**src/rtl/pex_tsg.sv**
```systemverilog
module pex_tsg #(
  parameter int N = 4,
  parameter logic [2*N-1:0] MAP_A = 8'b01_00_01_00,
  parameter logic [2*N-1:0] MAP_B = 8'b11_10_01_00
) (
  input  logic         clk,
  input  logic         rst_n,
  input  logic         start,
  input  logic         mode,
  output logic [N-1:0] drive,
  output logic [2:0]   vec_idx,
  output logic         done
);
  localparam int SELW = 2;
  localparam logic [2:0] LAST_A = 3'd3;
  localparam logic [2:0] LAST_B = 3'd4;

  logic       run, mode_q;
  logic [2:0] idx;
  logic [3:0] sig;
  logic [2:0] last;

  assign last = mode_q ? LAST_B : LAST_A;

  always_ff @(posedge clk) begin
    if (!rst_n) begin
      run    <= 1'b0;
      mode_q <= 1'b0;
      idx    <= '0;
      done   <= 1'b0;
    end else begin
      done <= 1'b0;
      if (!run) begin
        if (start) begin
          run    <= 1'b1;
          mode_q <= mode;
          idx    <= '0;
        end
      end else if (idx == last) begin
        run  <= 1'b0;
        idx  <= '0;
        done <= 1'b1;
      end else begin
        idx <= idx + 3'd1;
      end
    end
  end

  always_comb begin
    sig = 4'b0000;
    if (!mode_q) begin
      case (idx)
        3'd0:    sig = 4'b0011;
        3'd1:    sig = 4'b0001;
        3'd2:    sig = 4'b0010;
        default: sig = 4'b0000;
      endcase
    end else begin
      case (idx)
        3'd0:    sig = 4'b0111;
        3'd1:    sig = 4'b1011;
        3'd2:    sig = 4'b1101;
        3'd3:    sig = 4'b1110;
        default: sig = 4'b0000;
      endcase
    end
  end

  for (genvar i = 0; i < N; i++) begin : g_fan
    logic [SELW-1:0] sel;
    assign sel      = mode_q ? MAP_B[i*SELW +: SELW] : MAP_A[i*SELW +: SELW];
    assign drive[i] = run & sig[sel];
  end

  assign vec_idx = run ? idx : 3'd0;

  AST_IDX_STEP: assert property (@(posedge clk) disable iff (!rst_n)
    run && idx != 3'd0 |-> $past(run) && idx == $past(idx) + 3'd1);
  AST_DONE_PULSE: assert property (@(posedge clk) disable iff (!rst_n)
    done |=> !done);
  AST_DONE_AFTER_LAST: assert property (@(posedge clk) disable iff (!rst_n)
    done |-> $past(run) && $past(idx) == $past(last));
  AST_IDLE_QUIET: assert property (@(posedge clk) disable iff (!rst_n)
    !run |-> drive == '0 && vec_idx == 3'd0);
  AST_MODE_HELD: assert property (@(posedge clk) disable iff (!rst_n)
    run && $past(run) |-> $stable(mode_q));
  AST_A_LENGTH: assert property (@(posedge clk) disable iff (!rst_n)
    run && !mode_q |-> idx <= LAST_A);
  AST_B_ONE_LOW: assert property (@(posedge clk) disable iff (!rst_n)
    run && mode_q && idx != LAST_B |-> $countones(sig) == 3);
endmodule

```
**config.mk**
```make
export PLATFORM = sky130hd
export DESIGN_NAME = pex_tsg
export DESIGN_NICKNAME = d
export VERILOG_FILES = /design/src/rtl/pex_tsg.sv
export SDC_FILE = /design/constraint.sdc
export NUM_CORES = 1
export LEC_CHECK = 0
export ABC_AREA = 1
export BUFFER_PORTS_ARGS = -buffer_cell sky130_fd_sc_hd__buf_2
export CAP_MARGIN = 20
export CORE_MARGIN = 2
export CORE_UTILIZATION = 33
export DETAILED_ROUTE_END_ITERATION = 16
export PLACE_DENSITY_LB_ADDON = 0.15
export SLEW_MARGIN = 20
export SYNTH_ARGS = -nofsm -noshare
export SYNTH_HDL_FRONTEND = slang
export SYNTH_SLANG_ARGS = --single-unit
export TNS_END_PERCENT = 20
```
**constraint.sdc**
```tcl
create_clock -name clk -period 1 [get_ports clk]
set_input_delay 0.05 -clock clk [delete_from_list [all_inputs] [get_ports clk]]
set_output_delay 0.05 -clock clk [all_outputs]
set_load 0.02 [all_outputs]
```
==> impl_results.rst <==
.. list-table::
   :header-rows: 1

   * - Metric
     - Value
   * - Result of the run
     - complete, but fails checks
   * - Failing checks
     - negative setup slack
   * - Number of search-and-repair iterations in the first detailed-routing pass
     - 4
   * - Sequential share of the synthesized area
     - 28.0%
   * - Buffers from clock root to sink, at most
     - 2
   * - Number of different library cells in the post-synthesis netlist
     - 17
   * - Count of final setup violators
     - 10
   * - Initial standard-cell utilization of the core
     - 37.1%
   * - Relative area change from synthesis to final layout
     - 88.6%
   * - Number of design-rule violations left by the first detailed-router iteration
     - 2
   * - Cell count of the worst reg-to-reg path
     - 7
   * - Reported leakage power
     - 0.365 nW
   * - Switching power summed over all nets
     - 263 uW
   * - Slowest-stage cell, CP
     - dfxtp_4
   * - Vertical die dimension
     - 40.1 um
   * - Slew HR
     - 82.8%
   * - Hold endpoint
     - idx[0]$_SDFFE_PN0P_
   * - Via Count
     - 483
   * - Number of buffers and inverters on the critical path
     - 2
   * - CTS sink cnt
     - 6
   * - Sequence of cells on the critical path
     - inv_4 > ha_4 > o21a_4 > o21ai_4 > nor2_2 > buf_6
   * - Mux cell area share after synthesis
     - 0%
   * - Core ar.
     - 1160 um2
   * - Via count of the first global-routing pass
     - 475
   * - Total congestion overflow
     - 0
   * - Final routed wire length divided by cell count
     - 11.7 um
   * - Start point of the worst min-delay path
     - rst_n
   * - Startpoint of the worst register-to-register path
     - idx[0]$_SDFFE_PN0P_
   * - Fraction of final layout cells with drive strength greater than 1
     - 67.8%
   * - Area share of and/or/nand/nor cells after synthesis
     - 22.2%
   * - Xor-xnor portion of the synthesized cell area
     - 0%
   * - Least-Margin Pin Slew
     - 0.257 ns
   * - Pin count of the biggest net entering global routing
     - 9
   * - Cell family contributing the most delay on the critical path
     - flip-flops
   * - Fraction of power spent switching nets
     - 33.0%
   * - Die Area
     - 1600 um2
   * - Chip Width
     - 40.1 um
   * - Number of diodes added for antenna fixing
     - 0
   * - Post-Route Skew
     - 0.000278 ns
   * - Maximum capacitance violations
     - 0
   * - Sequential share of power
     - 34.7%
   * - Final period utilization
     - 144%
   * - ANT nets after route
     - 0
   * - Compound-gate portion of the synthesized area
     - 23.0%
   * - H-tree depth reported by CTS
     - 1
   * - Initial antenna violation count
     - 0
   * - Setup slack on the worst flop-to-flop path
     - -0.11 ns
   * - Routability Congestion
     - 0.806
   * - Power density relative to cell area
     - 987 nW/um2
   * - DRC viols
     - 0
   * - GRT Resource Usage Total
     - 19.0%
   * - Post-layout min period
     - 1.44 ns
   * - Worst Path Class, Setup
     - reg -> out
   * - Worst Path Required
     - 0.95 ns
   * - Worst endpoint data arrival time
     - 1.39 ns
   * - Adder and majority cell fraction of the synthesized area
     - 14.6%
   * - Worst supply voltage drop on vdd
     - 672 uV
   * - Internal power consumption
     - 536 uW
   * - CTS buffer count
     - 3
   * - Stages on the worst setup path
     - 6
   * - Post-detail-place hpwl
     - 750 um
   * - Dominant cells by area after synthesis
     - dfxtp_1 28%, ha_1 15%, a21oi_1 9.3%
   * - Flip-flop and latch count after synthesis
     - 6
   * - Crit path capture type
     - output pin
   * - Final worst setup slack
     - -0.444 ns
   * - CP peak stage delay
     - 0.39 ns
   * - # hold bufs at CTS
     - 0
   * - Overall Power
     - 799 uW
   * - I/O pin count
     - 12
   * - Final hold violation count
     - 0
   * - Area share of the largest cell type after synthesis
     - 28.0%
   * - Hold Path Cell Cnt
     - 3
   * - Number of warnings printed during yosys synthesis
     - 0
   * - Class of the tightest hold or removal check
     - in -> reg
   * - Clock tree from TritonCTS
     - built
   * - Non-filler instance count after layout
     - 101
   * - Part of the power in the clock network
     - 28.0%
   * - Logic pwr share
     - 37.3%
   * - Element type at the critical path start
     - flip-flop
   * - Sum of negative setup slack
     - -2.18 ns
   * - Core Util, Final
     - 70.0%
   * - Placed cell count
     - 94
   * - Clock transition at the registers of the reported paths
     - 0.04 ns
   * - Cell type with the highest aggregate area in the netlist
     - dfxtp_1
   * - Number of core rows
     - 12
   * - Crit path max fanout
     - 4
   * - Vias per cell
     - 4.78
   * - Global-route wire length before repair
     - 1.99 mm
   * - Combinational family with the most area after synthesis
     - compound AO/OA/AOI/OAI gates
   * - Sum of routed wire length over all layers
     - 1.18 mm
   * - Synth Area per Inst
     - 7.04 um2
   * - Number of instances in the synthesized netlist
     - 61
   * - Post-layout nets
     - 98
   * - Hold slack final
     - 0.0693 ns
   * - Number of port buffers
     - 11
   * - R2r endpoint
     - idx[2]$_SDFFE_PN0P_
   * - Total nets after synthesis
     - 70
   * - CTS Root Cell
     - clkbuf_4
   * - Clock latency of the later-clocked register in the worst-skew pair
     - 0.25 ns
   * - Setup repair after global routing missed its margin
     - yes
   * - Netlist area before placement
     - 429 um2
   * - Number of slew-limit violations in the final report
     - 0
   * - Highest attainable clock frequency
     - 0.693 GHz
-- state kept, by name, indices dropped and copies added, names as in the netlist --
register / cells
done: 1
mode_q: 1
run: 1
idx: 3
-- routing by layer --
layer  part of all wire [%]  track usage (%)
met1                     40             21.3
met2                     54             33.5
met3                    5.1             8.33
met4                      0             2.59
met5                      0                0
-- cell usage after synthesis, drive strengths merged --
| library cell | number |
|---|---|
| nand4 | 1 |
| a21oi | 8 |
| nand2 | 11 |
| clkinv | 1 |
| o21ai | 4 |
| o21a | 1 |
| nor2 | 10 |
| inv | 10 |
| buf | 1 |
| a22oi | 1 |
| ha | 5 |
| a211oi | 1 |
| nand3 | 1 |
| dfxtp | 6 |
-- worst min-delay path, delay by kind of cell --
| kind | cells | cell delay [ns] |
|---|---|---|
| AOI/OAI and AO/OA | 2 | 0.10 |
| buffers and inverters | 1 | 0.12 |
-- final cells by class --
class / instances / area [um2]
multi-input combinational: 43 / 387
tap: 14 / 17.5
fill: 87 / 347
sequential: 6 / 133
clock buffer: 3 / 22.5
timing repair buffer: 24 / 204
inverter: 11 / 46.3
-- worst max-delay path by stage --
stage | startpoint | to | slack (ns)
floorplan | idx[0]$_SDFFE_PN0P_ | drive[2] | -0.13
global placement | idx[0]$_SDFFE_PN0P_ | drive[3] | -0.33
detailed placement | idx[0]$_SDFFE_PN0P_ | drive[3] | -0.29
CTS | idx[1]$_SDFFE_PN0P_ | drive[2] | -0.44
global route | idx[0]$_SDFFE_PN0P_ | drive[2] | -0.49
finish | idx[0]$_SDFFE_PN0P_ | drive[2] | -0.44
-- through the flow --
step / area [um2] / worst slack [ns]
after floorplan: 443 / -0.125
after global placement: 572 / -0.335
after detailed placement: 572 / -0.287
after CTS: 776 / -0.441
after global routing: 810 / -0.489
final: 810 / -0.444
-- power by group through the flow --
| stage | Clock (mW) | Sequential [mW] | Combinational [mW] |
|---|---|---|---|
| 2_1_floorplan | 0 | 0.271 | 0.134 |
| 3_3_place_gp | 0 | 0.274 | 0.197 |
| 3_5_place_dp | 0 | 0.275 | 0.197 |
| 4_1_cts | 0.233 | 0.276 | 0.281 |
| 5_1_grt | 0.243 | 0.278 | 0.320 |
| 6_report | 0.224 | 0.277 | 0.298 |
-- timing repair --
item                       4_1_cts  5_1_grt
hold endpoints to repair         0        0
gates resized for setup         41        8
setup endpoints to repair       11       12
pin swaps                        6        5
setup buffers                    4        0
-- logic make-up after synthesis --
logic type | after synthesis
AOI/OAI and AO/OA | 15
adders and majority gates | 5
buffers and inverters | 12
DFF | 6
and+or+nand+nor | 23
-- placed cells by master, fill, tap and decap left out --
| cell type | n |
|---|---|
| nor2_2 | 4 |
| nand2_2 | 3 |
| inv_4 | 2 |
| clkinv_1 | 1 |
| dfxtp_2 | 1 |
| clkbuf_4 | 3 |
| nand2_1 | 7 |
| nand4_1 | 1 |
| buf_6 | 9 |
| o21ai_4 | 1 |
| buf_4 | 11 |
| nor2_1 | 4 |
| a21oi_2 | 4 |
| a21oi_1 | 4 |
| nand2_4 | 1 |
| o21a_4 | 1 |
| a211oi_2 | 1 |
| buf_2 | 4 |
| dfxtp_1 | 2 |
| o21ai_0 | 3 |
| ha_4 | 5 |
| a22oi_2 | 1 |
| inv_2 | 2 |
| dfxtp_4 | 3 |
| inv_1 | 6 |
| nand3_2 | 1 |
| nor2_4 | 2 |
Power figures use the tool's default switching activity.
